--- src/rtl/pci_irq_router_pkg.sv ---
package pci_irq_router_pkg;
  localparam int NUM_LINES     = 8;
  localparam int NUM_LEGACY    = 16;
  localparam int NUM_OUT       = NUM_LEGACY + NUM_LINES;
  localparam int TGT_W         = 4;
  localparam int DIS_BIT       = 7;
  localparam int OUT_IDX_W     = $clog2(NUM_OUT);
  localparam int LINE_IDX_W    = $clog2(NUM_LINES);
  localparam int NUM_PINS      = 4;
  localparam int PIN_FLD_W     = 3;
  localparam int PIN_SHIFT     = 4;
  localparam int CFG_FIRST     = 25;
  localparam int NUM_CFG       = 7;
  localparam int FIXED_SLOT    = 30;
  localparam int ADDR_W        = 5;
  localparam int DATA_W        = 16;
  localparam int ADDR_SCI      = 8;
  localparam int ADDR_SLOT     = 16;

  typedef struct packed {
    logic             off;
    logic [TGT_W-1:0] tgt;
  } route_t;

  typedef struct packed {
    logic                 vld;
    logic [OUT_IDX_W-1:0] idx;
  } sci_tgt_t;

  function automatic sci_tgt_t sci_decode(input logic [2:0] code);
    sci_tgt_t t;
    t.vld = 1'b1;
    case (code)
      3'd0: t.idx = OUT_IDX_W'(9);
      3'd1: t.idx = OUT_IDX_W'(10);
      3'd2: t.idx = OUT_IDX_W'(11);
      3'd4: t.idx = OUT_IDX_W'(20);
      3'd5: t.idx = OUT_IDX_W'(21);
      default: begin
        t.vld = 1'b0;
        t.idx = '0;
      end
    endcase
    return t;
  endfunction

  function automatic logic [LINE_IDX_W-1:0] rot_line(input int slot, input int pin);
    return LINE_IDX_W'(((slot + pin) % 4) + 4);
  endfunction
endpackage

--- src/rtl/pci_irq_route_regs.sv ---
module pci_irq_route_regs
  import pci_irq_router_pkg::*;
(
  input  logic                      clk,
  input  logic                      rst,
  input  logic                      we,
  input  logic [ADDR_W-1:0]         addr,
  input  logic [DATA_W-1:0]         wdata,
  output route_t [NUM_LINES-1:0]    routes,
  output sci_tgt_t                  sci_tgt,
  output logic                      sci_gap
);
  logic [2:0] sel_q;
  sci_tgt_t   new_tgt;

  assign new_tgt = sci_decode(wdata[2:0]);
  assign sci_tgt = sci_decode(sel_q);

  always_ff @(posedge clk) begin
    if (rst) begin
      for (int k = 0; k < NUM_LINES; k++) begin
        routes[k].off <= 1'b1;
        routes[k].tgt <= '0;
      end
      sel_q   <= 3'd0;
      sci_gap <= 1'b0;
    end else begin
      sci_gap <= 1'b0;
      if (we && addr < ADDR_W'(NUM_LINES)) begin
        routes[addr[LINE_IDX_W-1:0]].off <= wdata[DIS_BIT];
        routes[addr[LINE_IDX_W-1:0]].tgt <= wdata[TGT_W-1:0];
      end
      if (we && addr == ADDR_W'(ADDR_SCI)) begin
        sel_q   <= wdata[2:0];
        sci_gap <= (new_tgt != sci_tgt);
      end
    end
  end

  logic seen_rst;
  always_ff @(posedge clk) seen_rst <= rst ? 1'b1 : seen_rst;

  // reset leaves every route parked and the select at code 0
  p_reset_parked_r1: assert property (@(posedge clk)
    seen_rst && $past(rst) |-> (&{routes[0].off, routes[1].off, routes[2].off, routes[3].off,
                                  routes[4].off, routes[5].off, routes[6].off, routes[7].off})
                               && sci_tgt.vld && sci_tgt.idx == OUT_IDX_W'(9));
endmodule

--- src/rtl/pci_irq_swizzle.sv ---
module pci_irq_swizzle
  import pci_irq_router_pkg::*;
(
  input  logic                  clk,
  input  logic                  rst,
  input  logic                  we,
  input  logic [ADDR_W-1:0]     addr,
  input  logic [DATA_W-1:0]     wdata,
  input  logic [4:0]            lk_slot,
  input  logic [1:0]            lk_pin,
  output logic [LINE_IDX_W-1:0] lk_line
);
  localparam int ROW_W = NUM_PINS * PIN_FLD_W;

  logic [ROW_W-1:0] rows [NUM_CFG];

  for (genvar gi = 0; gi < NUM_CFG; gi++) begin : g_slot
    if (CFG_FIRST + gi == FIXED_SLOT) begin : g_fixed
      for (genvar p = 0; p < NUM_PINS; p++) begin : g_pin
        assign rows[gi][p*PIN_FLD_W +: PIN_FLD_W] = PIN_FLD_W'(4 + p);
      end
    end else begin : g_cfg
      logic [ROW_W-1:0] row_q;
      always_ff @(posedge clk) begin
        if (rst) begin
          for (int p = 0; p < NUM_PINS; p++)
            row_q[p*PIN_FLD_W +: PIN_FLD_W] <= rot_line(CFG_FIRST + gi, p);
        end else if (we && addr == ADDR_W'(ADDR_SLOT + gi)) begin
          for (int p = 0; p < NUM_PINS; p++)
            row_q[p*PIN_FLD_W +: PIN_FLD_W] <= wdata[p*PIN_SHIFT +: PIN_FLD_W];
        end
      end
      assign rows[gi] = row_q;
    end
  end

  logic [4:0]            rel;
  logic                  in_cfg;
  logic [LINE_IDX_W-1:0] pick;

  assign rel    = lk_slot - 5'(CFG_FIRST);
  assign in_cfg = (lk_slot >= 5'(CFG_FIRST)) && (rel < 5'(NUM_CFG));

  always_comb begin
    pick = LINE_IDX_W'(((lk_slot + 5'(lk_pin)) & 5'd3) + 5'd4);
    if (in_cfg) pick = rows[rel[2:0]][lk_pin*PIN_FLD_W +: PIN_FLD_W];
  end

  always_ff @(posedge clk) begin
    if (rst) lk_line <= '0;
    else     lk_line <= pick;
  end

  // the fixed slot always answers pin p with line 4+p
  p_fixed_slot_r10: assert property (@(posedge clk) disable iff (rst)
    lk_slot == 5'(FIXED_SLOT) |=> lk_line == LINE_IDX_W'(4 + $past(lk_pin)));
endmodule

--- src/rtl/pci_irq_out_mux.sv ---
module pci_irq_out_mux
  import pci_irq_router_pkg::*;
(
  input  logic                   clk,
  input  logic                   rst,
  input  logic [NUM_LINES-1:0]   line_lvl,
  input  route_t [NUM_LINES-1:0] routes,
  input  logic                   sci_req,
  input  sci_tgt_t               sci_tgt,
  input  logic                   sci_gap,
  output logic [NUM_OUT-1:0]     irq_out
);
  logic              sci_on;
  logic [NUM_OUT-1:0] nxt;

  assign sci_on = sci_req && !sci_gap && sci_tgt.vld;

  for (genvar n = 0; n < NUM_LEGACY; n++) begin : g_leg
    logic [NUM_LINES-1:0] hit;
    for (genvar k = 0; k < NUM_LINES; k++) begin : g_src
      assign hit[k] = line_lvl[k] && !routes[k].off && routes[k].tgt == TGT_W'(n);
    end
    assign nxt[n] = (|hit) || (sci_on && sci_tgt.idx == OUT_IDX_W'(n));
  end

  for (genvar k = 0; k < NUM_LINES; k++) begin : g_apic
    assign nxt[NUM_LEGACY+k] = line_lvl[k] || (sci_on && sci_tgt.idx == OUT_IDX_W'(NUM_LEGACY + k));
  end

  always_ff @(posedge clk) begin
    if (rst) irq_out <= '0;
    else     irq_out <= nxt;
  end

  // with no line and no SCI raised, every output falls next cycle
  p_idle_low_r2: assert property (@(posedge clk) disable iff (rst)
    (line_lvl == '0 && !sci_req) |=> irq_out == '0);

  // dedicated outputs copy their lines when the SCI sits on a legacy output
  p_dedicated_follow_r4: assert property (@(posedge clk) disable iff (rst)
    (!sci_tgt.vld || sci_tgt.idx < OUT_IDX_W'(NUM_LEGACY)) |=>
      irq_out[NUM_OUT-1:NUM_LEGACY] == $past(line_lvl));

  // during the gap the SCI alone drives nothing
  p_gap_silent_r7: assert property (@(posedge clk) disable iff (rst)
    (sci_gap && line_lvl == '0) |=> irq_out == '0);
endmodule

--- src/rtl/pci_irq_router.sv ---
module pci_irq_router
  import pci_irq_router_pkg::*;
(
  input  logic                  clk,
  input  logic                  rst,
  input  logic                  reg_we,
  input  logic [ADDR_W-1:0]     reg_addr,
  input  logic [DATA_W-1:0]     reg_wdata,
  input  logic [NUM_LINES-1:0]  line_lvl,
  input  logic                  sci_req,
  input  logic [4:0]            lk_slot,
  input  logic [1:0]            lk_pin,
  output logic [LINE_IDX_W-1:0] lk_line,
  output logic [NUM_OUT-1:0]    irq_out
);
  route_t [NUM_LINES-1:0] routes;
  sci_tgt_t               sci_tgt;
  logic                   sci_gap;

  pci_irq_route_regs u_regs (
    .clk(clk), .rst(rst), .we(reg_we), .addr(reg_addr), .wdata(reg_wdata),
    .routes(routes), .sci_tgt(sci_tgt), .sci_gap(sci_gap)
  );

  pci_irq_swizzle u_swz (
    .clk(clk), .rst(rst), .we(reg_we), .addr(reg_addr), .wdata(reg_wdata),
    .lk_slot(lk_slot), .lk_pin(lk_pin), .lk_line(lk_line)
  );

  pci_irq_out_mux u_mux (
    .clk(clk), .rst(rst), .line_lvl(line_lvl), .routes(routes),
    .sci_req(sci_req), .sci_tgt(sci_tgt), .sci_gap(sci_gap), .irq_out(irq_out)
  );
endmodule

--- config.mk ---
export PLATFORM = sky130hd
export DESIGN_NAME = pci_irq_router
export DESIGN_NICKNAME = d
export VERILOG_FILES = /design/src/rtl/pci_irq_router_pkg.sv /design/src/rtl/pci_irq_route_regs.sv /design/src/rtl/pci_irq_swizzle.sv /design/src/rtl/pci_irq_out_mux.sv /design/src/rtl/pci_irq_router.sv
export SDC_FILE = /design/constraint.sdc
export NUM_CORES = 1
export LEC_CHECK = 0
export BUFFER_PORTS_ARGS = -buffer_cell sky130_fd_sc_hd__clkbuf_2
export CORE_ASPECT_RATIO = 1.4
export CORE_UTILIZATION = 45
export CTS_CLUSTER_DIAMETER = 120
export DETAILED_ROUTE_END_ITERATION = 12
export PLACE_DENSITY = 0.75
export SYNTH_ARGS = -nofsm -noshare
export SYNTH_HDL_FRONTEND = slang
export SYNTH_SLANG_ARGS = --single-unit
--- constraint.sdc ---
create_clock -name clk -period 5.3 [get_ports clk]
set_input_delay 0.265 -clock clk [delete_from_list [all_inputs] [get_ports clk]]
set_output_delay 0.265 -clock clk [all_outputs]
set_load 0.02 [all_outputs]
---- Word level (Yosys, flattened, before mapping) ----
Cells that the tools add are included.
storage, ports and cells
  register bits ........................... 143
  logic and storage cells ................. 447
operators by class
  add/sub/neg operators ................... 3
  multipliers ............................. 1
  order comparisons ....................... 6
  equal/unequal tests ..................... 159
  shifts and indexed selects .............. 1
  multiplexer cells ....................... 14
  bitwise logic cells ..................... 2
  reduce and logical (&&, ||, !) cells .... 235
operators with widths
  operator                                             number
  equality test 4 bit, second input constant           64
  logical AND 1 bit                                    172
  equality test 4 x 3 -> 1 bit, second input constant  32
  OR reduction 8 bit                                   16
  bitwise mux 40 bit                                   2
  equality test 5 bit, second input constant           14
  equality test 4 x 2 -> 1 bit, second input constant  16
  case mux 5 bit (5 select lines)                      2
  equality test 5 x 4 -> 1 bit, second input constant  9
  binary-select mux 12 bit (select 3 bit)              1
  equality test 4 x 1 -> 1 bit, second input constant  8
  logical NOT 4 bit                                    8
  demux 5 bit (select 3 bit)                           2
  logical OR 1 bit                                     24
  two-way mux 12 bit                                   2
  equality test 5 x 3 -> 1 bit, second input constant  4
  equality test 3 bit, second input constant           4
  indexed part select 12 x 5 -> 3 bit                  1
  equality test 5 x 2 -> 1 bit, second input constant  2
  OR reduction 5 bit                                   2
  logical NOT 1 bit                                    9
  equality test 3 x 1 -> 1 bit, second input constant  2
  equality test 3 x 2 -> 1 bit, second input constant  2
  logical NOT 3 bit                                    2
  20 further kinds                                     21

---- Logic depth before layout (Yosys ltp) ----
  word-level depth ........................ 7
  gate-level depth with buffers ........... 11
  depth with buffers taken out ............ 7

---- By module ----
Synthesis repeated with hierarchy kept, for this count alone.
unflattened totals
  cells, all modules ...................... 824
  area total of the unflattened synthesis .. 7,284.5 sq um
modules (own cells, without submodules)
  module              times used  cells each  area an instance (sq um)  seq. area each (sq um)
  pci_irq_swizzle     1           358         3,554.7                   1,501.4
  pci_irq_out_mux     1           249         1,913.1                   480.5
  pci_irq_route_regs  1           217         1,816.7                   880.8

---- Worst setup path before layout ----
OpenSTA, ideal clock, no wires.
  path kind ............................... in2reg
  from .................................... in lk_slot[0]
  to ...................................... reg u_swz.lk_line[0]
  data arrival time ....................... 2.017 ns
  required time ........................... 5.212 ns
  slack ................................... 3.194 ns
  stages .................................. 10
  buffers on the path ..................... 3
  cells stage by stage .................... buf_6 > buf_12 > inv_2 > ha_1 > buf_6 > and2b_4 > nand2_1 > a31o_1 > a211o_1 > a311oi_2
on the way
  word-level cells in the longest chain between the ends .. 7
  elaborated cells between the ends (all ways) .. 12
  classes of those cells .................. 3 x add/sub; 2 x order compare; 1 x shift; 4 x mux; 1 x bitwise; 1 x reduce/logical
ends and longest elaborated chain
  element                                                 RTL line               text
  start: declaration                                      pci_irq_router.sv:11   input logic [4:0] lk_slot,
  subtractor 5 bit                                        pci_irq_swizzle.sv:41  assign rel = lk_slot - 5'(CFG_FIRST);
  NOT 3 -> 4 bit (not written as such)                    pci_irq_swizzle.sv:46  if (in_cfg) pick = rows[rel[2:0]][lk_pin*PIN_FLD_W +: PIN_FLD_W];
  binary-select mux 12 bit (select 3 bit)                 pci_irq_swizzle.sv:46
  two-way mux 12 bit (not written as such) (2 in series)  pci_irq_swizzle.sv:46
  indexed part select 12 x 5 -> 3 bit                     pci_irq_swizzle.sv:46
  two-way mux 3 bit (*)                                   pci_irq_swizzle.sv:46
  end signal: assignment                                  pci_irq_swizzle.sv:51  else lk_line <= pick;
  end: declaration                                        pci_irq_swizzle.sv:11  output logic [LINE_IDX_W-1:0] lk_line
Mark *: on every way between the ends. The rest lies on a longest branch, timed or not. The select of a mux whose other input is x is not followed.
A chain may end at the register's enable or synchronous reset.

---- Final worst setup path ----
  from .................................... in lk_slot[0]
  to ...................................... reg u_swz.lk_line[1]
Same word-level chain as after synthesis.

==> impl_metrics.tcl <==
set metrics [dict create \
    critPathSlowestCell "ha_1" \
    htreeDepth 4 \
    ir_worst_vdd_v 0.0002411 \
    rsz0062_at_grt "no" \
    overflow 0 \
    tns_ps 0 \
    dr.pass1.iters 5 \
    power_leakage_nw 2.899 \
    drv_slew 0 \
    period_needed_ps 2844 \
    syn-num-nets 876 \
    cts-root-buf "clkbuf_16" \
    wl_per_cell_um 20.90 \
    row_count 53 \
    power.density_mw_per_mm2 313.6 \
    gr-usage-all-layers_pct 28.40 \
    path_cells "clkbuf_2, inv_2, ha_1, buf_4, mux2_2, nand3_1, a311oi_1, o311a_1" \
    first_global_vias 5947 \
    fp.dieH_um 150.1 \
    grt_start_max_net_pins 68 \
    start_util_pct 46.41 \
    max_clock_freq_ghz 0.3516 \
    area_delta_synth_final_pct 11.98 \
    postCtsHoldBufs 0 \
    synth_cell_types 71 \
    critical_path.max_stage_delay_ps 930 \
    die_area_mm2 0.01617 \
    wl_mm 22.28 \
    postCtsSetupRepairBufs 0 \
    fin_skew_ps 7.701 \
    cp-end-kind "flip-flop" \
    worst_slack_ps 2456 \
    final_cell_area_mm2 0.007893 \
    cts_tree "yes" \
    drt_iter0_markers 423 \
    synth-seq-cells 143 \
    dp_cells 1034 \
    chipWidth_um 107.8 \
    placed_area_mm2 0.007310 \
    ys.flop_type "dfxtp_1" \
    synth_edf_count 0 \
    coreArea_mm2 0.01519 \
    status "complete, no violations" \
    synth_area_leaders "dfxtp_1 41%, nand2_1 8.4%, mux2i_1 5.4%" \
    grt_pass1_wl_mm 33.82 \
    synth_top_area_share_pct 40.62 \
    ctsLongestPathBuffers 2 \
    place.gp.congestion 0.9918 \
    antennaDiodeCount 0 \
    numCtsBuffers 17 \
    post_cts_resized 0 \
    nNetsFinal 903 \
    crit_type "in -> reg" \
    viasPerCell 6.029 \
    crit_required_ps 5620 \
    cp_data_arrival_time_ps 3160 \
    drv_cap 0 \
    yosys_warnings 0 \
    cp_max_fo 25 \
    cts.sinks 143 \
    fin_crit_sh_pct 53.66 \
    final_util_pct 51.97 \
    vias 6427 \
    cp_top_family "buffers and inverters" \
    cp-start-kind "input pin" \
    drive_gt1_share_pct 13.84 \
    syn_area_per_cell_um2 8.451 \
    antenna_found_initial 0 \
    worstMarginPinSlew_ps 1130 \
    setup_violations 0 \
    ys_async_sr_fraction_pct 0 \
    post-route-drc-count 0 \
    dpl.hpwl_mm 15.39 \
    ios 67 \
    finalHoldViolations 0 \
    syn_inst 834 \
    syn_area_mm2 0.007048 \
    pre_cts_slack_ps 2071 \
    ys_seq_area_share_pct 40.62 \
    port_buffers 64 \
    stdcell_count 1066 \
    crit_buf_inv 3 \
    clk_latency_ps 430 \
    worstHoldPathType "in -> reg" \
    slew_headroom_pct 24.12 \
    final_antenna_net_count 0 \
    yosysTopAreaCell "dfxtp_1" \
    cts.clk_slew.worst_paths_ps 70 \
]
## synthesized netlist by cell type, types with 13 or more instances
library cell,count
mux2i_1,38
nor2_1,62
dfxtp_1,143
nand3_1,49
nand2_1,157
nor3_1,21
nand2b_1,15
nand3b_1,22
o22ai_1,33
a21oi_1,45
nor2b_1,27
clkbuf_1,33
a211o_1,13
## logic make-up after synthesis
family | Yosys count | share of synthesized area (%)
buffers and inverters | 72 | 5.290
adders and majority gates | 2 | 0.3550
AOI/OAI and AO/OA | 153 | 14.72
and+or+nand+nor | 407 | 28.78
muxes | 51 | 9.391
xor gates and xnor gates | 6 | 0.8523
DFF | 143 | 40.62
## state kept, by name, summed over array words and instances (netlist names)
| signal | cells |
|---|---|
| u_regs.routes | 40 |
| u_regs.sel_q | 3 |
| u_regs.sci_gap | 1 |
| u_swz.g_slot.g_cfg.row_q | 72 |
| u_mux.irq_out | 24 |
| u_swz.lk_line | 3 |
## where the power goes
group / internal [W] / switching, W
combinational: 0.0000651 / 0.000117
sequential: 0.00109 / 0.00000959
clock: 0.000675 / 0.000519
total: 0.00183 / 0.000646
## layer usage
metal / vias to the layer above / part of all wire (%) / wire [um] / global-route usage, %
met2: 268 / 53 / 11880 / 52.28
met1: 3049 / 36 / 8093 / 30.26
met5: - / 0 / 0 / 0
li1: 3041 / - / - / -
met3: 69 / 5.7 / 1265 / 5.444
met4: 0 / 4.7 / 1037 / 14.79
## path summary, 6_finish.rpt
path | endpoint | from | slack [ps] | cells past startpoint
hold / removal | u_mux.irq_out[19]$_SDFF_PP0_ | line_lvl[3] | 60 | 2
setup / recovery | u_swz.lk_line[1]$_SDFF_PP0_ | lk_slot[0] | 2460 | 8
setup reg to reg | u_mux.irq_out[1]$_SDFF_PP0_ | u_regs.routes[27]$_SDFFE_PP0P_ | 3140 | 5
hold reg to reg | u_swz.g_slot[4].g_cfg.row_q[9]$_SDFFE_PP0P_ | u_swz.g_slot[4].g_cfg.row_q[9]$_SDFFE_PP0P_ | 460 | 2
## layout by cell type (no fill, tap or decap), drive strengths merged, types with 4 or more instances in the layout
master and instances:
inv 21, o211ai 7, o21ai 6, nand2b 15, a211o 13, dfxtp 143
and2 6, nand2 157, xor2 4, nor2 63, a311oi 4, a41oi 7
nand3b 22, nand4b 6, nor2b 27, mux2i 38, nor3b 10, mux4 11
a22oi 4, nor3 22, a31oi 11, nand3 49, buf 4, a21oi 45
nor4 7, o22ai 33, o32ai 4, and3 5, clkbuf 81
## metrics by stage
step	hold slack [ps]	power, W
floorplan	382.7	0.001248
global placement	438.9	0.001300
detailed placement	446.8	0.001302
CTS	52.91	0.002481
global route	68.55	0.002545
finish	57.93	0.002475
## layout make-up
| class | count | area, um^2 |
|---|---|---|
| repair buffers | 67 | 345.3 |
| fillers | 1428 | 7293 |
| well taps | 192 | 240.2 |
| multi-input cells | 619 | 3812 |
| inverters | 13 | 48.80 |
| clock inverters | 14 | 143.9 |
| flip-flops and latches | 143 | 2863 |
| clock buffers | 18 | 439.2 |
Note: power is estimated with default switching activity, not from simulation.
